### config.mk
export PLATFORM = sky130hd
export DESIGN_NAME = dma_m2m_ctrl
export DESIGN_NICKNAME = d
export VERILOG_FILES = /design/src/rtl/dmac_pkg.sv /design/src/rtl/dmac_slot_bank.sv /design/src/rtl/dmac_seq_fsm.sv /design/src/rtl/dmac_irq_flags.sv /design/src/rtl/dma_m2m_ctrl.sv
export SDC_FILE = /design/constraint.sdc
export NUM_CORES = 1
export LEC_CHECK = 0
export BUFFER_PORTS_ARGS = -buffer_cell sky130_fd_sc_hd__buf_4
export CAP_MARGIN = 30
export CORE_MARGIN = 4
export CORE_UTILIZATION = 40
export DETAILED_ROUTE_END_ITERATION = 8
export PLACE_DENSITY = 0.57
export SYNTH_ARGS = -nofsm -noshare
export SYNTH_HDL_FRONTEND = slang
export SYNTH_SLANG_ARGS = --single-unit
### constraint.sdc
create_clock -name clk -period 3.8 [get_ports clk]
set_input_delay 0.38 -clock clk [delete_from_list [all_inputs] [get_ports clk]]
set_output_delay 0.38 -clock clk [all_outputs]
set_load 0.01 [all_outputs]
### src/rtl/dmac_pkg.sv
package dmac_pkg;
   typedef enum logic [2:0] {
      ST_IDLE  = 3'd0,
      ST_STALL = 3'd1,
      ST_RD    = 3'd2,
      ST_WR    = 3'd3,
      ST_CHECK = 3'd4
   } dmac_state_e;
endpackage

### src/rtl/dmac_slot_bank.sv
module dmac_slot_bank #(
   parameter int ADDR_W = 32,
   parameter int CNT_W  = 16
) (
   input  logic              clk,
   input  logic              rst_n,
   input  logic              chan_en,
   input  logic              wr_en,
   input  logic              wr_sel,
   input  logic [ADDR_W-1:0] wr_src,
   input  logic [ADDR_W-1:0] wr_dst,
   input  logic [CNT_W-1:0]  wr_len,
   input  logic              retire,
   output logic              act_sel,
   output logic              act_valid,
   output logic [ADDR_W-1:0] act_src,
   output logic [ADDR_W-1:0] act_dst,
   output logic [CNT_W-1:0]  act_len
);
   localparam int NSLOT = 2;

   logic [NSLOT-1:0][ADDR_W-1:0] src_q;
   logic [NSLOT-1:0][ADDR_W-1:0] dst_q;
   logic [NSLOT-1:0][CNT_W-1:0]  len_q;
   logic [NSLOT-1:0]             vld_q;
   logic                         sel_q;

   // descriptor storage; a software write wins over a retire of the same slot
   always_ff @(posedge clk or negedge rst_n) begin
      if (!rst_n) begin
         src_q <= '0;
         dst_q <= '0;
         len_q <= '0;
         vld_q <= '0;
      end else begin
         for (int i = 0; i < NSLOT; i++) begin
            if (wr_en && (wr_sel == 1'(i))) begin
               src_q[i] <= wr_src;
               dst_q[i] <= wr_dst;
               len_q[i] <= wr_len;
               vld_q[i] <= 1'b1;
            end else if (retire && (sel_q == 1'(i))) begin
               vld_q[i] <= 1'b0;
            end
         end
      end
   end

   // ping-pong pointer
   always_ff @(posedge clk or negedge rst_n) begin
      if (!rst_n)        sel_q <= 1'b0;
      else if (!chan_en) sel_q <= 1'b0;
      else if (retire)   sel_q <= ~sel_q;
   end

   assign act_sel   = sel_q;
   assign act_valid = vld_q[sel_q];
   assign act_src   = src_q[sel_q];
   assign act_dst   = dst_q[sel_q];
   assign act_len   = len_q[sel_q];
endmodule

### src/rtl/dmac_seq_fsm.sv
module dmac_seq_fsm
   import dmac_pkg::*;
#(
   parameter int CNT_W     = 16,
   parameter int STEP      = 4,
   parameter bit EXACT_CMP = 1'b0
) (
   input  logic           clk,
   input  logic           rst_n,
   input  logic           chan_en,
   input  logic           trig,
   input  logic           act_valid,
   input  logic [CNT_W-1:0] act_len,
   input  logic           rd_done,
   input  logic           wr_done,
   input  logic           eot,
   output dmac_state_e    state,
   output logic [CNT_W:0] xfer_cnt,
   output logic           retire
);
   localparam int CW = CNT_W + 1;

   dmac_state_e   state_q, state_d;
   logic [CW-1:0] cnt_q;
   logic          eot_q;
   logic          reached;
   logic          finish;

   generate
      if (EXACT_CMP) begin : g_cmp_eq
         assign reached = (cnt_q == {1'b0, act_len});
      end else begin : g_cmp_ge
         assign reached = (cnt_q >= {1'b0, act_len});
      end
   endgenerate

   assign finish = reached || eot_q || eot;

   always_comb begin
      state_d = state_q;
      retire  = 1'b0;
      if (!chan_en) begin
         state_d = ST_IDLE;
      end else begin
         unique case (state_q)
            ST_IDLE:  state_d = ST_STALL;
            ST_STALL: if (trig && act_valid) state_d = ST_RD;
            ST_RD:    if (rd_done) state_d = ST_WR;
            ST_WR:    if (wr_done) state_d = ST_CHECK;
            ST_CHECK: begin
               if (finish) begin
                  state_d = ST_STALL;
                  retire  = 1'b1;
               end else begin
                  state_d = ST_RD;
               end
            end
            default:  state_d = ST_IDLE;
         endcase
      end
   end

   always_ff @(posedge clk or negedge rst_n) begin
      if (!rst_n) state_q <= ST_IDLE;
      else        state_q <= state_d;
   end

   always_ff @(posedge clk or negedge rst_n) begin
      if (!rst_n)                         cnt_q <= '0;
      else if (!chan_en || retire)        cnt_q <= '0;
      else if (state_q == ST_WR && wr_done) cnt_q <= cnt_q + CW'(STEP);
   end

   always_ff @(posedge clk or negedge rst_n) begin
      if (!rst_n)                  eot_q <= 1'b0;
      else if (!chan_en || retire) eot_q <= 1'b0;
      else if (eot && (state_q == ST_RD || state_q == ST_WR || state_q == ST_CHECK))
         eot_q <= 1'b1;
   end

   assign state    = state_q;
   assign xfer_cnt = cnt_q;
endmodule

### src/rtl/dmac_irq_flags.sv
module dmac_irq_flags (
   input  logic clk,
   input  logic rst_n,
   input  logic retire,
   input  logic en_done,
   input  logic en_stall,
   input  logic clr_done,
   input  logic clr_stall,
   output logic flag_done,
   output logic flag_stall,
   output logic irq
);
   logic done_q, stall_q;

   // set has priority over a same-cycle clear
   always_ff @(posedge clk or negedge rst_n) begin
      if (!rst_n) begin
         done_q  <= 1'b0;
         stall_q <= 1'b0;
      end else begin
         if (retire && en_done)  done_q <= 1'b1;
         else if (clr_done)      done_q <= 1'b0;
         if (retire && en_stall) stall_q <= 1'b1;
         else if (clr_stall)     stall_q <= 1'b0;
      end
   end

   assign flag_done  = done_q;
   assign flag_stall = stall_q;
   assign irq        = (done_q & en_done) | (stall_q & en_stall);
endmodule

### src/rtl/dma_m2m_ctrl.sv
module dma_m2m_ctrl
   import dmac_pkg::*;
#(
   parameter int ADDR_W    = 32,
   parameter int CNT_W     = 16,
   parameter int DATA_W    = 32,
   parameter bit EXACT_CMP = 1'b0
) (
   input  logic              clk,
   input  logic              rst_n,
   input  logic              chan_en,
   input  logic              sw_start,
   input  logic              dev_req,
   input  logic              tx_req,
   input  logic              dev_eot,
   input  logic              slot_wr,
   input  logic              slot_sel,
   input  logic [ADDR_W-1:0] slot_src,
   input  logic [ADDR_W-1:0] slot_dst,
   input  logic [CNT_W-1:0]  slot_len,
   output logic              rd_req,
   output logic [ADDR_W-1:0] rd_addr,
   input  logic              rd_done,
   output logic              wr_req,
   output logic [ADDR_W-1:0] wr_addr,
   input  logic              wr_done,
   output logic              active_slot,
   output logic [2:0]        phase,
   input  logic              irq_en_done,
   input  logic              irq_en_stall,
   input  logic              irq_clr_done,
   input  logic              irq_clr_stall,
   output logic              flag_done,
   output logic              flag_stall,
   output logic              irq
);
   localparam int WORD_BYTES = DATA_W / 8;
   localparam int CW         = CNT_W + 1;

   generate
      if (DATA_W % 8 != 0 || DATA_W < 8) begin : g_bad_data
         $error("DATA_W must be a whole number of bytes");
      end
      if (ADDR_W < CW) begin : g_bad_addr
         $error("ADDR_W must exceed CNT_W");
      end
      if (CNT_W < 2) begin : g_bad_cnt
         $error("CNT_W too small");
      end
   endgenerate

   logic              act_valid;
   logic [ADDR_W-1:0] act_src, act_dst;
   logic [CNT_W-1:0]  act_len;
   logic              retire;
   logic [CW-1:0]     xfer_cnt;
   dmac_state_e       state;

   dmac_slot_bank #(.ADDR_W(ADDR_W), .CNT_W(CNT_W)) u_bank (
      .clk(clk), .rst_n(rst_n), .chan_en(chan_en),
      .wr_en(slot_wr), .wr_sel(slot_sel), .wr_src(slot_src),
      .wr_dst(slot_dst), .wr_len(slot_len), .retire(retire),
      .act_sel(active_slot), .act_valid(act_valid), .act_src(act_src),
      .act_dst(act_dst), .act_len(act_len)
   );

   dmac_seq_fsm #(.CNT_W(CNT_W), .STEP(WORD_BYTES), .EXACT_CMP(EXACT_CMP)) u_fsm (
      .clk(clk), .rst_n(rst_n), .chan_en(chan_en),
      .trig(sw_start | dev_req | tx_req), .act_valid(act_valid),
      .act_len(act_len), .rd_done(rd_done), .wr_done(wr_done),
      .eot(dev_eot), .state(state), .xfer_cnt(xfer_cnt), .retire(retire)
   );

   dmac_irq_flags u_irq (
      .clk(clk), .rst_n(rst_n), .retire(retire),
      .en_done(irq_en_done), .en_stall(irq_en_stall),
      .clr_done(irq_clr_done), .clr_stall(irq_clr_stall),
      .flag_done(flag_done), .flag_stall(flag_stall), .irq(irq)
   );

   assign phase   = state;
   assign rd_req  = (state == ST_RD);
   assign wr_req  = (state == ST_WR);
   assign rd_addr = act_src + ADDR_W'(xfer_cnt);
   assign wr_addr = act_dst + ADDR_W'(xfer_cnt);
endmodule

==> metrics <==
core footprint=26200 sq um; Yosys top cell by area=dfrtp_1; top post-synthesis cells by area=dfrtp_1, mux2_2, ha_1, xnor2_1, mux2i_1; CTS tree=done; flops & latches, synth=184; Seq/Total Area, Yosys=42.9%; CP startpoint=u_bank.act_sel; status=complete, but fails checks; 1st-iter DRT viols=491; register area=4610 sq um; Tmin final=3.82 ns; final hold viol count=0; Vias/cell=5.32; YS warnings=0; CTS root buf=clkbuf_16; Critical Path RT=3.42 ns; final setup margin=-0.0191 ns; initial antenna violation count=0; violated checks=negative setup slack; Overall Global Routing Usage=18.7%; Port Buf Inserts=167; Initial Utilization=41.0%; post-route clock period utilization=101%; # DRC=0; count of cell types in the netlist=68; worst hold path type=primary input to async pin; Setup CP Type=flop to output pin; total power draw=5.72 mW; Arr. time, crit path=3.44 ns; Rel. slew slack=42.5%; Worst-path clk slew=0.07 ns; Ant. Diodes=0; Max rail drop VDD=0.243 mV; # fillers=2328; startpoint types=flop; Crit Path Max Fanout=7; Vert. Die Dim=172 um; WL/cell=19.1 um; I/O pin cnt=168; RSZ-0062 raised after global routing=true; endpoint class of the critical path=output pin; layout cell share with drive strength beyond 1=45.5%; Antenna Violating Nets Remaining=0; Area Growth Syn to Fin=29.4%; average size of a mapped cell=11.6 sq um; Achievable Freq=262 MHz; Slew Limit Fails=0; TritonRoute pass-1 iters=4; CTS Hold Buffers Added=0; cells after synthesis=929; Die ar.=29500 sq um; Final HPWL DP=19800 um; global-route wire length before repair=43800 um; EDFF count, synth=0; Vias=7839; GRT overflow=0; layout net count=1268; clock sinks=184; Reg-to-Reg Start=u_bank.act_sel; CTS Buf Count=17; area occupied by multi-input gates=6450 sq um; MaxCap Viol Count=0; vias in the first global route=7916; drt total wl=28100 um; Clock Tree Buf Depth=2; leakage power=5.99 nW; gpl congestion=0.860; pin count of the biggest net entering global routing=90; Die W=172 um; Synth Cell Area=10700 sq um; Least-Margin Pin Slew=0.863 ns; Rows=59; Clk Latency, worst-skew pair=0.43 ns; Core Util, Final=53.0%; Main synth FF type=dfrtp_1; post-synth top area share=42.9%; final setup fails=1; H-Tree Depth=4; worst-case clock skew=0.0107 ns; Synth async-reset ratio=100%; power density cells=412 nW/um^2
-- Yosys cell counts (18+ instances only) --
cell type  count
mux2_2       194
dfrtp_1      184
a21oi_1       52
nor2_1        51
ha_1          47
xnor2_1       40
mux2i_1       34
nand2_1       34
xor2_1        33
a21o_1        22
clkbuf_1      18
nand3_1       18
nor2b_1       18
-- stage by stage --
stage | setup WS [ns] | std cells | setup TNS (ns) | cell area, sq um | hold slack [ns]
after CTS | -0.00624 | 1459 | -0.00840 | 13400 | 0.0649
final | -0.0191 | 1474 | -0.0191 | 13900 | 0.00604
after floorplan | 0.138 | 930 | 0 | 10700 | 0.0844
after global placement | 0.168 | 1418 | 0 | 12500 | 0.484
after global routing | -0.119 | 1474 | -1.02 | 13900 | 0.0778
after detailed placement | 0.132 | 1418 | 0 | 12500 | 0.490
-- per-layer routing --
layer / track usage [%] / routed length (um) / vias to the layer above
met5: 0 / 0 / -
met4: 4.03 / 248 / 0
met3: 3.31 / 1060 / 16
met2: 30.8 / 13700 / 149
met1: 26.0 / 13000 / 3881
li1: - / - / 3793
-- logic make-up (layout without fill, tap and decap cells) --
logic type,Yosys count,after routing,share of synthesized area (%)
mux,228,228,23.5
simple gates,188,188,9.09
flops,184,184,42.9
compound gates,157,157,10.7
xor+xnor,73,73,5.96
buf+inv,51,260,2.27
fa+ha+maj,47,47,5.48
other cells,1,2,0.0349
-- sequential cells by signal (all words and copies together) (netlist names) --
name              flops
u_bank.len_q         32
u_bank.act_sel        1
u_bank.vld_q          2
u_fsm.xfer_cnt       15
u_irq.flag_done       1
u_bank.src_q         64
u_fsm.eot_q           1
u_fsm.state           3
u_bank.dst_q         64
u_irq.flag_stall      1
-- critical path, cell delays in order (launching register included) --
cell,delay [ns]
dfrtp_4,0.57
buf_6,0.15
buf_6,0.12
mux2_4,0.31
ha_4,0.28
nand3_2,0.05
or3_4,0.40
a211oi_4,0.26
o21a_4,0.22
o2111ai_1,0.13
xor2_1,0.16
mux2i_1,0.19
buf_4,0.16
-- final cells by class --
type / count / share of cell area, %
Multi-Input combinational cell: 695 / 46.4
Timing Repair Buffer: 214 / 12.5
Sequential cell: 184 / 33.2
Clock inverter: 12 / 1.15
Inverter: 14 / 0.378
Tap cell: 335 / 3.02
Clock buffer: 20 / 3.29
-- worst paths after layout --
check / end / slack (ns) / cells after the start
worst max register to register: u_fsm.xfer_cnt[13] / 0.76 / 13
worst min register to register: u_bank.dst_q[42] / 0.50 / 1
worst min-delay path: u_bank.src_q[53] / 0.006 / 1
worst max-delay path: rd_addr[31] / -0.02 / 12
max in group asynchronous: u_bank.dst_q[48] / 2.84 / 2
min in group clk: u_irq.flag_stall / 0.17 / 2
-- cell usage in the layout, fill, tap and decap left out, types with 18 or more instances in the layout --
cell / synthesis / routed
clkbuf_16: 0 / 18
nand2_1: 34 / 33
dfrtp_1: 184 / 183
buf_4: 4 / 195
mux2_2: 194 / 186
a21oi_1: 52 / 46
xnor2_1: 40 / 39
xor2_1: 33 / 33
nor2_1: 51 / 46
a21o_1: 22 / 22
mux2i_1: 34 / 34
ha_1: 47 / 21
ha_4: 0 / 21
-- power breakdown --
part	switching [mW]	leakage (nW)	internal, mW
Sequential	0.181	2.20	2.22
Combinational	0.657	3.49	0.768
Clock	0.811	0.308	1.09
-- repair_timing --
action / 4_1_cts / 5_1_grt
pin swaps: 11 / 49
gates cloned: 0 / 1
setup endpoints to repair: 37 / 33
setup buffers: 9 / 16
resized for setup: 39 / 70
Note: power is estimated with default switching activity, not from simulation.
